$ cat config.mk
export PLATFORM = sky130hd
export DESIGN_NAME = nfloat_unpack
export DESIGN_NICKNAME = d
export VERILOG_FILES = /design/src/rtl/nfu_pkg.sv /design/src/rtl/nfu_split.sv /design/src/rtl/nfu_cvt.sv /design/src/rtl/nfloat_unpack.sv
export SDC_FILE = /design/constraint.sdc
export NUM_CORES = 1
export LEC_CHECK = 0
export BUFFER_PORTS_ARGS = -buffer_cell sky130_fd_sc_hd__buf_2
export CAP_MARGIN = 0
export CORE_ASPECT_RATIO = 1.75
export CORE_MARGIN = 4
export CORE_UTILIZATION = 35
export DETAILED_ROUTE_END_ITERATION = 7
export HOLD_SLACK_MARGIN = 0.08
export PLACE_DENSITY = 0.52
export SLEW_MARGIN = 20
export SYNTH_ARGS = -nofsm -noshare
export SYNTH_HDL_FRONTEND = slang
export SYNTH_HIERARCHICAL = 1
export SYNTH_SLANG_ARGS = --single-unit
$ cat constraint.sdc
create_clock -name clk -period 2.4 [get_ports clk]
set_clock_uncertainty 0.2 [all_clocks]
set_input_delay 0.12 -clock clk [delete_from_list [all_inputs] [get_ports clk]]
set_output_delay 0.12 -clock clk [all_outputs]
set_load 0.02 [all_outputs]
$ cat src/rtl/nfu_pkg.sv
package nfu_pkg;
   typedef enum logic [2:0] {
      FMT_E4M3 = 3'd0,
      FMT_E5M2 = 3'd1,
      FMT_E3M2 = 3'd2,
      FMT_E2M3 = 3'd3,
      FMT_E2M1 = 3'd4
   } nfu_fmt_e;

   // Element fields normalized to a common shape: mantissa left-aligned to 3 bits.
   typedef struct packed {
      logic       sgn;
      logic [4:0] expf;
      logic [2:0] manf;
      logic [4:0] bias;
      logic       is_inf;
      logic       is_nan;
      logic       bad_fmt;
   } nfu_fields_t;

   localparam logic [31:0] NFU_QNAN = 32'h7FC0_0000;
endpackage

$ cat src/rtl/nfu_split.sv
module nfu_split
   import nfu_pkg::*;
#(
   parameter int LANE   = 0,
   parameter int BYTE_W = 8,
   parameter int FMT_W  = 3
) (
   input  logic [BYTE_W-1:0] byte_i,
   input  logic [FMT_W-1:0]  fmt_i,
   input  logic              pair_i,
   output nfu_fields_t       fields_o
);
   logic [3:0] nib;

   generate
      if (BYTE_W != 8) begin : g_bad_width
         $error("nfu_split: byte container must be 8 bits");
      end
      if (LANE == 0) begin : g_low
         assign nib = pair_i ? byte_i[3:0] : byte_i[5:2];
      end else begin : g_high
         assign nib = pair_i ? byte_i[7:4] : byte_i[5:2];
      end
   endgenerate

   always_comb begin
      fields_o = '0;
      case (fmt_i)
         FMT_E4M3: begin
            fields_o.sgn    = byte_i[7];
            fields_o.expf   = {1'b0, byte_i[6:3]};
            fields_o.manf   = byte_i[2:0];
            fields_o.bias   = 5'd7;
            fields_o.is_nan = (byte_i[6:0] == 7'h7F);
         end
         FMT_E5M2: begin
            fields_o.sgn    = byte_i[7];
            fields_o.expf   = byte_i[6:2];
            fields_o.manf   = {byte_i[1:0], 1'b0};
            fields_o.bias   = 5'd15;
            fields_o.is_inf = (byte_i[6:2] == 5'h1F) && (byte_i[1:0] == 2'b00);
            fields_o.is_nan = (byte_i[6:2] == 5'h1F) && (byte_i[1:0] != 2'b00);
         end
         FMT_E3M2: begin
            fields_o.sgn  = byte_i[5];
            fields_o.expf = {2'b00, byte_i[4:2]};
            fields_o.manf = {byte_i[1:0], 1'b0};
            fields_o.bias = 5'd3;
         end
         FMT_E2M3: begin
            fields_o.sgn  = byte_i[5];
            fields_o.expf = {3'b000, byte_i[4:3]};
            fields_o.manf = byte_i[2:0];
            fields_o.bias = 5'd1;
         end
         FMT_E2M1: begin
            fields_o.sgn  = nib[3];
            fields_o.expf = {3'b000, nib[2:1]};
            fields_o.manf = {nib[0], 2'b00};
            fields_o.bias = 5'd1;
         end
         default: fields_o.bad_fmt = 1'b1;
      endcase
   end
endmodule

$ cat src/rtl/nfu_cvt.sv
module nfu_cvt
   import nfu_pkg::*;
#(
   parameter int SCALE_W    = 8,
   parameter int SCALE_BIAS = 127,
   parameter int F32_W      = 32
) (
   input  nfu_fields_t        fields_i,
   input  logic               scale_en_i,
   input  logic [SCALE_W-1:0] scale_i,
   output logic [F32_W-1:0]   value_o
);
   localparam int SW = 12;
   localparam logic signed [SW-1:0] EMAX = SW'(127);
   localparam logic signed [SW-1:0] EMIN = -SW'(126);

   logic signed [SW-1:0] ue, adj, se, sh;
   logic [2:0]           frac;
   logic [23:0]          sig;
   logic [7:0]           ebias;

   generate
      if (F32_W != 32) begin : g_bad_out
         $error("nfu_cvt: output must be binary32");
      end
      if (SCALE_W != 8 || SCALE_BIAS != 127) begin : g_bad_scale
         $error("nfu_cvt: scale must be 8-bit with bias 127");
      end
   endgenerate

   always_comb begin
      frac = fields_i.manf;
      ue   = $signed({7'b0, fields_i.expf}) - $signed({7'b0, fields_i.bias});
      if (fields_i.expf == '0) begin
         casez (fields_i.manf)
            3'b1??: begin
               ue   = -$signed({7'b0, fields_i.bias});
               frac = {fields_i.manf[1:0], 1'b0};
            end
            3'b01?: begin
               ue   = -$signed({7'b0, fields_i.bias}) - SW'(1);
               frac = {fields_i.manf[0], 2'b00};
            end
            default: begin
               ue   = -$signed({7'b0, fields_i.bias}) - SW'(2);
               frac = 3'b000;
            end
         endcase
      end
      adj   = scale_en_i ? ($signed({4'b0, scale_i}) - SW'(SCALE_BIAS)) : '0;
      se    = ue + adj;
      sh    = EMIN - se;
      ebias = 8'(se + EMAX);
      sig   = {1'b1, frac, 20'b0};

      if (fields_i.bad_fmt || fields_i.is_nan || (scale_en_i && (&scale_i)))
         value_o = NFU_QNAN;
      else if (fields_i.is_inf)
         value_o = {fields_i.sgn, 8'hFF, 23'b0};
      else if (fields_i.expf == '0 && fields_i.manf == '0)
         value_o = {fields_i.sgn, 31'b0};
      else if (se > EMAX)
         value_o = {fields_i.sgn, 8'hFF, 23'b0};
      else if (se >= EMIN)
         value_o = {fields_i.sgn, ebias, frac, 20'b0};
      else if (sh > SW'(23))
         value_o = {fields_i.sgn, 31'b0};
      else
         value_o = {fields_i.sgn, 8'b0, 23'(sig >> 5'(sh))};
   end
endmodule

$ cat src/rtl/nfloat_unpack.sv
module nfloat_unpack
   import nfu_pkg::*;
#(
   parameter int BYTE_W     = 8,
   parameter int FMT_W      = 3,
   parameter int SCALE_W    = 8,
   parameter int SCALE_BIAS = 127,
   parameter int F32_W      = 32
) (
   input  logic               clk,
   input  logic               rst_n,
   input  logic               in_valid,
   output logic               in_ready,
   input  logic [BYTE_W-1:0]  in_byte,
   input  logic [FMT_W-1:0]   fmt_sel,
   input  logic               pair_mode,
   input  logic               scale_en,
   input  logic [SCALE_W-1:0] scale_exp,
   output logic               out_valid,
   input  logic               out_ready,
   output logic [F32_W-1:0]   out_lo,
   output logic [F32_W-1:0]   out_hi
);
   localparam int LANES = 2;

   logic             take, pair_now, pair_q;
   logic [F32_W-1:0] lane_val [LANES];

   generate
      if (FMT_W < 3) begin : g_bad_fmt
         $error("nfloat_unpack: format code needs at least 3 bits");
      end
      for (genvar l = 0; l < LANES; l++) begin : g_lane
         nfu_fields_t fl;
         logic [F32_W-1:0] val;
         nfu_split #(.LANE(l), .BYTE_W(BYTE_W), .FMT_W(FMT_W)) u_split (
            .byte_i(in_byte), .fmt_i(fmt_sel), .pair_i(pair_now), .fields_o(fl));
         nfu_cvt #(.SCALE_W(SCALE_W), .SCALE_BIAS(SCALE_BIAS), .F32_W(F32_W)) u_cvt (
            .fields_i(fl), .scale_en_i(scale_en), .scale_i(scale_exp), .value_o(val));
         assign lane_val[l] = val;
      end
   endgenerate

   assign pair_now = pair_mode && (fmt_sel == FMT_W'(FMT_E2M1));
   assign in_ready = !out_valid || out_ready;
   assign take     = in_valid && in_ready;

   always_ff @(posedge clk or negedge rst_n) begin
      if (!rst_n) begin
         out_valid <= 1'b0;
         pair_q    <= 1'b0;
         out_lo    <= '0;
         out_hi    <= '0;
      end else if (take) begin
         out_valid <= 1'b1;
         pair_q    <= pair_now;
         out_lo    <= lane_val[0];
         out_hi    <= pair_now ? lane_val[1] : '0;
      end else if (out_ready) begin
         out_valid <= 1'b0;
      end
   end


   hold_when_stalled_chk: assert property (@(posedge clk) disable iff (!rst_n)
      out_valid && !out_ready |=> out_valid && $stable(out_lo) && $stable(out_hi));

   load_on_transfer_chk: assert property (@(posedge clk) disable iff (!rst_n)
      in_valid && in_ready |=> out_valid);

   single_lane_hi_zero_chk: assert property (@(posedge clk) disable iff (!rst_n)
      out_valid && !pair_q |-> out_hi == '0);

   nan_scale_chk: assert property (@(posedge clk) disable iff (!rst_n)
      in_valid && in_ready && scale_en && (&scale_exp) |=> out_lo == NFU_QNAN);

   bad_format_chk: assert property (@(posedge clk) disable iff (!rst_n)
      in_valid && in_ready && (fmt_sel > FMT_W'(4)) |=> out_lo == NFU_QNAN);
endmodule

==> metrics.txt <==
Final nets=1558; Synth cell types=106; sw frac=45.42%; Clock transition at path regs=0.06 ns; DRT Wirelength=31660 um; Flop pwr share=roughly 10%; CTS Sinks=65; Placed Instances=1720; Post-synth EDFFs=0; CTS H-tree lvls=3; DR vias=about 9700; Row Count=75; Max clock buf depth=2; CP max stage delay=0.57 ns; CP max FO=10; max-slew violations=0; die height=214.6 um; Crit. End Element=register; Worst VDD drop=0.6976 mV; Final period util=209.3%; Crit path required time=2.46 ns; Post-Synth Simple-Gate Area=25.48%; largest family of logic cells by synthesized area=compound AO/OA/AOI/OAI gates; Setup WS post-layout=-2.623 ns; I/O Pins=91; sequential fraction of the synthesis area=19.06%; CP Depth=25; Max Clk Rate=199.1 MHz; worst skew pair latency=approximately 0.33 ns; largest net degree at the start of global routing=65; DR iter-0 viols=approximately 360; status=complete, but fails checks; overall power=12.26 mW; GR Util All Layers=22.29%; Worst setup SP type=input port; mean area per synthesized cell=about 8.5 um^2; most frequent cells in the layout=buf_4, buf_2, dfrtp_1; Data arrival, critical path=~5 ns; drt wl/cell=17.66 um; vias in the first global route=10190; Pleak=approximately 6.3 nW; most frequent CP cell=or4_4; TritonCTS buffer count=9; failing checks=negative setup slack; DR vias/cell=approximately 5.4; Fillers=2171; Cell Area, Synth=8536 um^2; TritonCTS clock tree=built; max cap viols=0; combinational share of power=79.4%; critical path type=input port to register; post-synthesis async set-or-reset flop share=100.0%; slowest CP cell=or4_4; worst hold path class=input port to async pin; initial core utilization=between 30% and 40%; compound-gate portion of the synthesized area=about a quarter; clock network power share=10.5%; ys flop type=dfrtp_1; P_sw=around 5.6 mW; depth of the worst register-to-register path=3; Tightest Pin Transition=between 0.9 and 1 ns; Top delay family on crit path=simple AND/OR/NAND/NOR gates; worst path bufs/invs=4; Die Wd=126.1 um; share of cells above drive strength 1=56.40%; commonest non-fill, non-tap cell in the layout=buf_4; Placer Congestion=0.9036; Post-Synth Adder-Cell Area=8.502%; ant diodes=0; PwrDens=between 800 and 900 nW/um^2; final std cells w/o fill=1792; Detail Placement HPWL=roughly 24000 um; first-pass iteration count of the detailed router=5; Period minus WS final=5.023 ns; Yosys reg bits=65; Hold Worst Slack=0.2118 ns; xor/xnor cell area share of the yosys netlist=around 7.8%; Int Pwr=~6.7 mW; Area growth syn-to-layout=67.30%; DRC Markers=0; RSZ-0062 raised after global routing=yes; Hold Fails Final Rpt=0; Core ar.=24020 um^2; Port Buf Inserts=90; post-synthesis mux area share=under 10%; final setup fails=62; Rel. slew slack=35.88%; first-pass GRT wire length=49900 um; die footprint=27050 um^2; remaining antenna violation count=0; syn nets=about 1100; initial antenna violation count=0; Clock Root Buffer=clkbuf_16; grt total ovfl=0; Cells after Synth=around 1000; YS warnings=6
state kept, by name, indices dropped and copies added, names as in the netlist:
name and cells:
out_lo 32, out_hi 32, out_valid 1
repair_timing:
action / 4_1_cts / 5_1_grt
gates cloned: 3 / 1
hold endpoints to repair: 65 / 0
buffers inserted: 23 / 28
endpoints found under the setup margin: 62 / 62
pin swaps: 45 / 79
gates resized for setup: 163 / 136
hold buffers: 2 / 0
logic make-up after synthesis:
group           count (synthesis)
compound gates                277
buf+inv                       101
other cells                     2
xor+xnor                       69
flops                          65
simple gates                  389
mux                            48
fa+ha+maj                      56
worst reg2reg max path: stages (launching register included):
cell	delay [ns]
dfrtp_1	0.39
nand2b_4	0.09
nand2_8	0.49
mux2_2	0.42
routing by layer:
| metal | up-vias | routed length, um | GRT usage, % | part of all wire, % |
|---|---|---|---|---|
| met5 | - | 0 | 0 | 0 |
| met4 | 0 | 1787 | 10.09 | 5.6 |
| met3 | 93 | 793 | 2.916 | 2.5 |
| met2 | 194 | 18020 | 45.06 | 57 |
| met1 | 4716 | 11060 | 21.65 | 35 |
| li1 | 4711 | - | - | - |
path summary, 6_finish.rpt:
path	start	endpoint	slack, ns
max reg2reg	out_valid$_DFFE_PN0P_	out_lo[27]$_DFFE_PN0P_	0.70
min reg2reg	out_hi[31]$_DFFE_PN0P_	out_hi[31]$_DFFE_PN0P_	0.29
max	fmt_sel[1]	out_hi[12]$_DFFE_PN0P_	-2.62
min in group clk	in_valid	out_valid$_DFFE_PN0P_	0.21
max in group asynchronous	rst_n	out_hi[20]$_DFFE_PN0P_	0.71
min	rst_n	out_lo[31]$_DFFE_PN0P_	0.21
power groups by stage:
stage	Combinational, mW	Clock (mW)	Sequential, mW
after global routing	10.4	1.37	1.25
after floorplan	4.02	0	1.36
after global placement	7.60	0	1.25
after CTS	8.58	1.32	1.23
after detailed placement	7.60	0	1.25
final	9.74	1.28	1.24
stage by stage:
stage / utilization, % / instance area (um^2) / setup slack [ns] / setup TNS (ns)
2_1_floorplan: - / 8856 / -3.082 / -172.83
5_1_grt: 59.44 / 14280 / -2.836 / -163.10
3_5_place_dp: 50.35 / 12100 / -3.363 / -195.36
3_3_place_gp: 50.35 / 12100 / -3.322 / -192.45
4_1_cts: 55.78 / 13400 / -2.624 / -149.07
6_report: 59.44 / 14280 / -2.623 / -149.99
layout make-up:
cell class                      instances  area, um^2  area share, %
Sequential cell                        65        1627          11.39
Clock inverter                          6       58.81         0.4118
Multi-Input combinational cell        842        7878          55.17
Tap cell                              308       385.4          2.699
Clock buffer                           10       229.0          1.603
Timing Repair Buffer                  513        3920          27.45
Inverter                               48       182.7          1.279
synthesized netlist by cell type (19+ instances only):
cell,instances,area [um^2]
nand2_1,61,229.0
inv_1,44,165.2
mux2_4,26,390.4
nand3_1,59,295.3
dfrtp_1,65,1627
xnor2_1,44,385.4
nor2_1,72,270.3
ha_1,50,625.6
xor2_1,19,166.4
nor4_1,19,118.9
o21ai_0,49,245.2
a21oi_1,50,250.2
nor3_1,50,250.2
o2bb2ai_2,30,450.4
No activity file was read; power rests on OpenSTA's default activity.
